`src/rtl/bct_pkg.sv`:
```
package bct_pkg;

   typedef enum logic [2:0] {
      K_NONE  = 3'd0,
      K_MRD   = 3'd1,
      K_MWR   = 3'd2,
      K_IRD   = 3'd3,
      K_IWR   = 3'd4,
      K_FETCH = 3'd5,
      K_IACK  = 3'd6
   } cyc_kind_e;

   typedef enum logic [1:0] {
      C_MEMRD = 2'd0,
      C_MEMWR = 2'd1,
      C_IORD  = 2'd2,
      C_IOWR  = 2'd3
   } data_class_e;

   typedef struct packed {
      logic m1_n;
      logic rd_n;
      logic wr_n;
      logic mreq_n;
      logic iorq_n;
   } strobes_t;

   localparam int STROBE_W = $bits(strobes_t);

   function automatic data_class_e class_of(cyc_kind_e k);
      case (k)
         K_MWR:          return C_MEMWR;
         K_IRD, K_IACK:  return C_IORD;
         K_IWR:          return C_IOWR;
         default:        return C_MEMRD;
      endcase
   endfunction

endpackage

```
`src/rtl/bct_sync.sv`:
```
module bct_sync #(
   parameter int              WIDTH   = 1,
   parameter int              STAGES  = 2,
   parameter logic [WIDTH-1:0] RST_VAL = '0
) (
   input  logic             clk,
   input  logic             rst,
   input  logic [WIDTH-1:0] d,
   output logic [WIDTH-1:0] q
);

   generate
      if (WIDTH < 1) begin : g_bad_width
         $error("bct_sync: WIDTH must be at least 1");
      end
      if (STAGES < 0) begin : g_bad_stages
         $error("bct_sync: STAGES must not be negative");
      end

      if (STAGES == 0) begin : g_bypass
         assign q = d;
      end else begin : g_chain
         logic [WIDTH-1:0] st [STAGES];
         always_ff @(posedge clk) begin
            if (rst) begin
               for (int i = 0; i < STAGES; i++) st[i] <= RST_VAL;
            end else begin
               st[0] <= d;
               for (int i = 1; i < STAGES; i++) st[i] <= st[i-1];
            end
         end
         assign q = st[STAGES-1];
      end
   endgenerate

endmodule

```
`src/rtl/bct_classify.sv`:
```
module bct_classify
   import bct_pkg::*;
(
   input  strobes_t  s,
   output cyc_kind_e kind
);

   always_comb begin
      kind = K_NONE;
      if (!s.mreq_n) begin
         if (!s.rd_n)      kind = s.m1_n ? K_MRD : K_FETCH;
         else if (!s.wr_n) kind = K_MWR;
      end else if (!s.iorq_n) begin
         if (!s.m1_n)      kind = K_IACK;
         else if (!s.rd_n) kind = K_IRD;
         else if (!s.wr_n) kind = K_IWR;
      end
   end

endmodule

```
`src/rtl/bct_tracker.sv`:
```
module bct_tracker
   import bct_pkg::*;
#(
   parameter int ADDR_W = 16,
   parameter int DATA_W = 8
) (
   input  logic              clk,
   input  logic              rst,
   input  cyc_kind_e         kind,
   input  logic [ADDR_W-1:0] addr,
   input  logic [DATA_W-1:0] data,
   output logic              begin_p,
   output logic [ADDR_W-1:0] begin_addr,
   output logic              end_p,
   output cyc_kind_e         end_kind,
   output data_class_e       end_class,
   output logic [DATA_W-1:0] end_data,
   output logic              illegal_p
);

   cyc_kind_e         prev_kind;
   logic [DATA_W-1:0] data_hold;
   logic              changed, from_idle, to_idle;

   assign changed   = (kind != prev_kind);
   assign from_idle = (prev_kind == K_NONE);
   assign to_idle   = (kind == K_NONE);

   always_ff @(posedge clk) begin
      if (rst) begin
         prev_kind  <= K_NONE;
         data_hold  <= '0;
         begin_p    <= 1'b0;
         begin_addr <= '0;
         end_p      <= 1'b0;
         end_kind   <= K_NONE;
         end_class  <= C_MEMRD;
         end_data   <= '0;
         illegal_p  <= 1'b0;
      end else begin
         prev_kind <= kind;
         begin_p   <= changed && from_idle;
         end_p     <= changed && to_idle;
         illegal_p <= changed && !from_idle && !to_idle;
         if (!to_idle) data_hold <= data;
         if (changed && from_idle) begin_addr <= addr;
         if (changed && to_idle) begin
            end_kind  <= prev_kind;
            end_class <= class_of(prev_kind);
            end_data  <= data_hold;
         end
      end
   end

endmodule

```
`src/rtl/bus_cycle_tracker.sv`:
```
module bus_cycle_tracker
   import bct_pkg::*;
#(
   parameter int ADDR_W      = 16,
   parameter int DATA_W      = 8,
   parameter int SYNC_STAGES = 2
) (
   input  logic              clk,
   input  logic              rst,
   input  logic              m1_n,
   input  logic              rd_n,
   input  logic              wr_n,
   input  logic              mreq_n,
   input  logic              iorq_n,
   input  logic [ADDR_W-1:0] addr_bus,
   input  logic [DATA_W-1:0] data_bus,
   output logic              cyc_begin,
   output logic [ADDR_W-1:0] cyc_begin_addr,
   output logic              cyc_end,
   output logic [2:0]        cyc_end_kind,
   output logic [1:0]        cyc_end_class,
   output logic [DATA_W-1:0] cyc_end_data,
   output logic              cyc_illegal
);

   localparam int BUS_W = ADDR_W + DATA_W;

   generate
      if (ADDR_W < 1 || DATA_W < 1) begin : g_bad_bus
         $error("bus_cycle_tracker: bus widths must be at least 1");
      end
   endgenerate

   strobes_t          raw_s, sync_s;
   logic [BUS_W-1:0]  raw_bus, sync_bus;
   cyc_kind_e         cur_kind, end_kind_e;
   data_class_e       end_class_e;

   assign raw_s   = '{m1_n: m1_n, rd_n: rd_n, wr_n: wr_n,
                      mreq_n: mreq_n, iorq_n: iorq_n};
   assign raw_bus = {addr_bus, data_bus};

   bct_sync #(.WIDTH(STROBE_W), .STAGES(SYNC_STAGES),
              .RST_VAL({STROBE_W{1'b1}})) u_sync_strb (
      .clk(clk), .rst(rst), .d(raw_s), .q(sync_s));

   bct_sync #(.WIDTH(BUS_W), .STAGES(SYNC_STAGES),
              .RST_VAL({BUS_W{1'b0}})) u_sync_bus (
      .clk(clk), .rst(rst), .d(raw_bus), .q(sync_bus));

   bct_classify u_cls (.s(sync_s), .kind(cur_kind));

   bct_tracker #(.ADDR_W(ADDR_W), .DATA_W(DATA_W)) u_trk (
      .clk(clk), .rst(rst), .kind(cur_kind),
      .addr(sync_bus[BUS_W-1:DATA_W]), .data(sync_bus[DATA_W-1:0]),
      .begin_p(cyc_begin), .begin_addr(cyc_begin_addr),
      .end_p(cyc_end), .end_kind(end_kind_e), .end_class(end_class_e),
      .end_data(cyc_end_data), .illegal_p(cyc_illegal));

   assign cyc_end_kind  = end_kind_e;
   assign cyc_end_class = end_class_e;

endmodule

```
`config.mk`:
```
export PLATFORM = sky130hd
export DESIGN_NAME = bus_cycle_tracker
export DESIGN_NICKNAME = d
export VERILOG_FILES = /design/src/rtl/bct_pkg.sv /design/src/rtl/bct_sync.sv /design/src/rtl/bct_classify.sv /design/src/rtl/bct_tracker.sv /design/src/rtl/bus_cycle_tracker.sv
export SDC_FILE = /design/constraint.sdc
export NUM_CORES = 1
export LEC_CHECK = 0
export ABC_AREA = 1
export BUFFER_PORTS_ARGS = -buffer_cell sky130_fd_sc_hd__buf_2
export CORE_MARGIN = 2
export CORE_UTILIZATION = 50
export DETAILED_ROUTE_END_ITERATION = 16
export GPL_TIMING_DRIVEN = 0
export MAX_ROUTING_LAYER = met4
export PLACE_DENSITY = 0.79
export SYNTH_ARGS = -nofsm -noshare
export SYNTH_HDL_FRONTEND = slang
export SYNTH_SLANG_ARGS = --single-unit
```
`constraint.sdc`:
```
create_clock -name clk -period 3.6 [get_ports clk]
set_input_delay 0.18 -clock clk [delete_from_list [all_inputs] [get_ports clk]]
set_output_delay 0.18 -clock clk [all_outputs]
set_load 0.01 [all_outputs]
```
==> flow_summary.toml <==
[timing]
layout_setup_ws_ns = 1.96
fmaxAchievable_mhz = 609
skew_ns = 0.00584
rsz0062_at_grt = "no"
fin_crit_ns = 1.64
timing.final.hold_violations = 0
finalMaxSlewViolations = 0
period_share_pct = 45.6
maxSlewHeadroom_pct = 69.1
worstMarginPinSlew_ns = 0.464
setup_tns_ns = 0
setup_viol = 0

[floorplan]
die_height_um = 87.1
chipWidth_um = 87.1
die_area_mm2 = 0.00758
core_mm2 = 0.00672
initial_core_util_pct = 51.4
pin_count = 63
rows = 30

[yosys]
async_flop_share_pct = 0
synth_warnings = 0
synth_edf_count = 0
synth_nets = 469
synth-seq-cells = 101
synth_area_mm2 = 0.00345
synth_seq_area_share_pct = 58.6
synth_top_area_share_pct = 58.6
synth_top_flop_cell = "dfxtp_1"
syn_avg_cell_area_um2 = 7.88
ys_top_cells_by_area = "dfxtp_1 (59%), nor2_1 (12%), inv_1 (8.4%)"
yosys.cell_types.count = 21
synth_area_leader_cell = "dfxtp_1"
netlist_instances = 438

[critical_path]
crit_path_end_kind = "flip-flop"
cp.required_ns = 3.84
worst-endpoint-arrival_ns = 1.89
worstRegToRegCells = 9
crit_type = "reg2reg"
worstSetupStartpointType = "flip-flop"
path_max_fanout = 10

[clock_network]
cts-resized-gates = 0
cts_max_level = 3
root_buffer = "clkbuf_8"
cts_tree = "done"
cts_buffers = 9
cts_num_sinks = 101
ctsHoldBuffers = 4
insertion_delay_ns = 0.36
postCtsSetupBuffers = 0
clk_pin_slew_ns = 0.09
cts_max_path_buffers = 2

[placed_design]
dp_hpwl_mm = 4.42
preCtsSetupSlack_ns = 1.99
gp_congestion = 0.826
portBuffers = 61

[pwr]
leakage_nw = 2.12
ir_drop_mv = 0.315
pwr_density_cell_mw_per_mm2 = 514
power.total_mw = 2.11

[hold_path]
holdPathStages = 2
hold_path_class = "in2reg"

[layout]
fillers = 585
seq_area_mm2 = 0.00202
synthToLayoutAreaGrowth_pct = 18.8
final_core_util_pct = 61.1
drive_gt1_share_pct = 19.5
final_common_cell = "nor2_1"
antennaDiodeCount = 0
layout_common_cells = "nor2_1 (112), dfxtp_1 (101), inv_1 (77)"
nets = 545
multi_input_area_mm2 = 0.00105

[global_route]
grt_max_degree = 17
grt_antenna_before_repair = 0
grt_pass1_vias = 2288
overflow = 0
track_usage_pct = 17.0
grt_pass1_wl_mm = 9.72

[drt]
vias_per_cell = 4.43
routedWlPerCell_um = 10.1
vias = 2654
highest_layer = "met4"
met2_length_mm = 2.86
ant_nets = 0
met1_length_mm = 2.79
drt-total-wl_mm = 6.03
drcViolationCount = 0
route.met3.wl_um = 241
drt_iter0_markers = 87
dr.pass1.iters = 4

[run]
drv_cap = 0

[run_status]
status = "finished, final reports clean"
==> layout make-up <==
cell class | instances | area share (%)
multi-input combinational | 241 | 25.6
timing repair buffer | 65 | 8.42
tap | 80 | 2.44
inverter | 79 | 7.23
buffer | 17 | 2.07
clock buffer | 13 | 4.36
clock inverter | 3 | 0.640
sequential | 101 | 49.3
==> routing by layer <==
layer	up-vias	GRT usage, %
met5	-	-
met4	0	9.51
met3	13	3.60
met2	47	26.9
met1	1148	20.3
li1	1446	-
==> stage by stage <==
step | instances | area, um^2 | hold slack (ns)
floorplan | 438 | 3450 | 0.284
global placement | 579 | 3860 | 0.361
detailed placement | 579 | 3860 | 0.364
CTS | 599 | 4100 | 0.000951
global route | 599 | 4100 | 0.00254
finish | 599 | 4100 | 0.00500
==> registers in the layout (all words and copies together) (netlist names) <==
| register | count |
|---|---|
| u_trk.data_hold | 8 |
| u_trk.end_class | 2 |
| u_trk.end_data | 8 |
| u_trk.end_p | 1 |
| u_trk.begin_addr | 16 |
| u_sync_strb.g_chain.st | 10 |
| u_trk.illegal_p | 1 |
| u_trk.prev_kind | 3 |
| u_trk.end_kind | 3 |
| u_trk.begin_p | 1 |
| u_sync_bus.g_chain.st | 48 |
==> power by group <==
group          switching (mW)  total (mW)  internal [mW]
sequential             0.0224        1.20           1.18
combinational           0.118       0.200         0.0820
clock                   0.376       0.708          0.332
total                   0.516        2.11           1.59
==> path summary, 6_finish.rpt <==
path	from	to	slack (ns)
hold / removal	iorq_n	u_sync_strb.g_chain.st[0][0]	0.005
setup / recovery	u_sync_strb.g_chain.st[0][6]	u_trk.illegal_p	1.96
hold reg to reg	u_sync_bus.g_chain.st[0][12]	u_sync_bus.g_chain.st[0][36]	0.40
setup reg to reg	u_sync_strb.g_chain.st[0][6]	u_trk.illegal_p	1.96
==> logic make-up (layout without fill, tap and decap cells) <==
logic type / after synthesis / in the layout / share of synthesized area [%]
flops: 101 / 101 / 58.6
simple gates: 229 / 229 / 28.6
compound gates: 12 / 12 / 1.74
buf+inv: 96 / 177 / 11.1
==> critical path, cell delays in order, from the launching register on <==
cell,delay [ns]
dfxtp_1,0.38
inv_1,0.07
nor2_1,0.10
nand2_1,0.11
nand2_1,0.11
inv_1,0.09
nand2_4,0.13
inv_2,0.08
buf_6,0.14
nor4_1,0.30
==> synth_stat cells, types with 2 or more instances <==
cell type	number
nor2_1	112
nor2_2	2
dfxtp_1	101
nand2_1	50
nand3_1	46
a21oi_1	2
nor2_4	3
buf_6	2
o21ai_0	10
nand2_2	2
or2_2	10
clkbuf_1	12
buf_2	2
inv_1	77
Power figures use the tool's default switching activity.
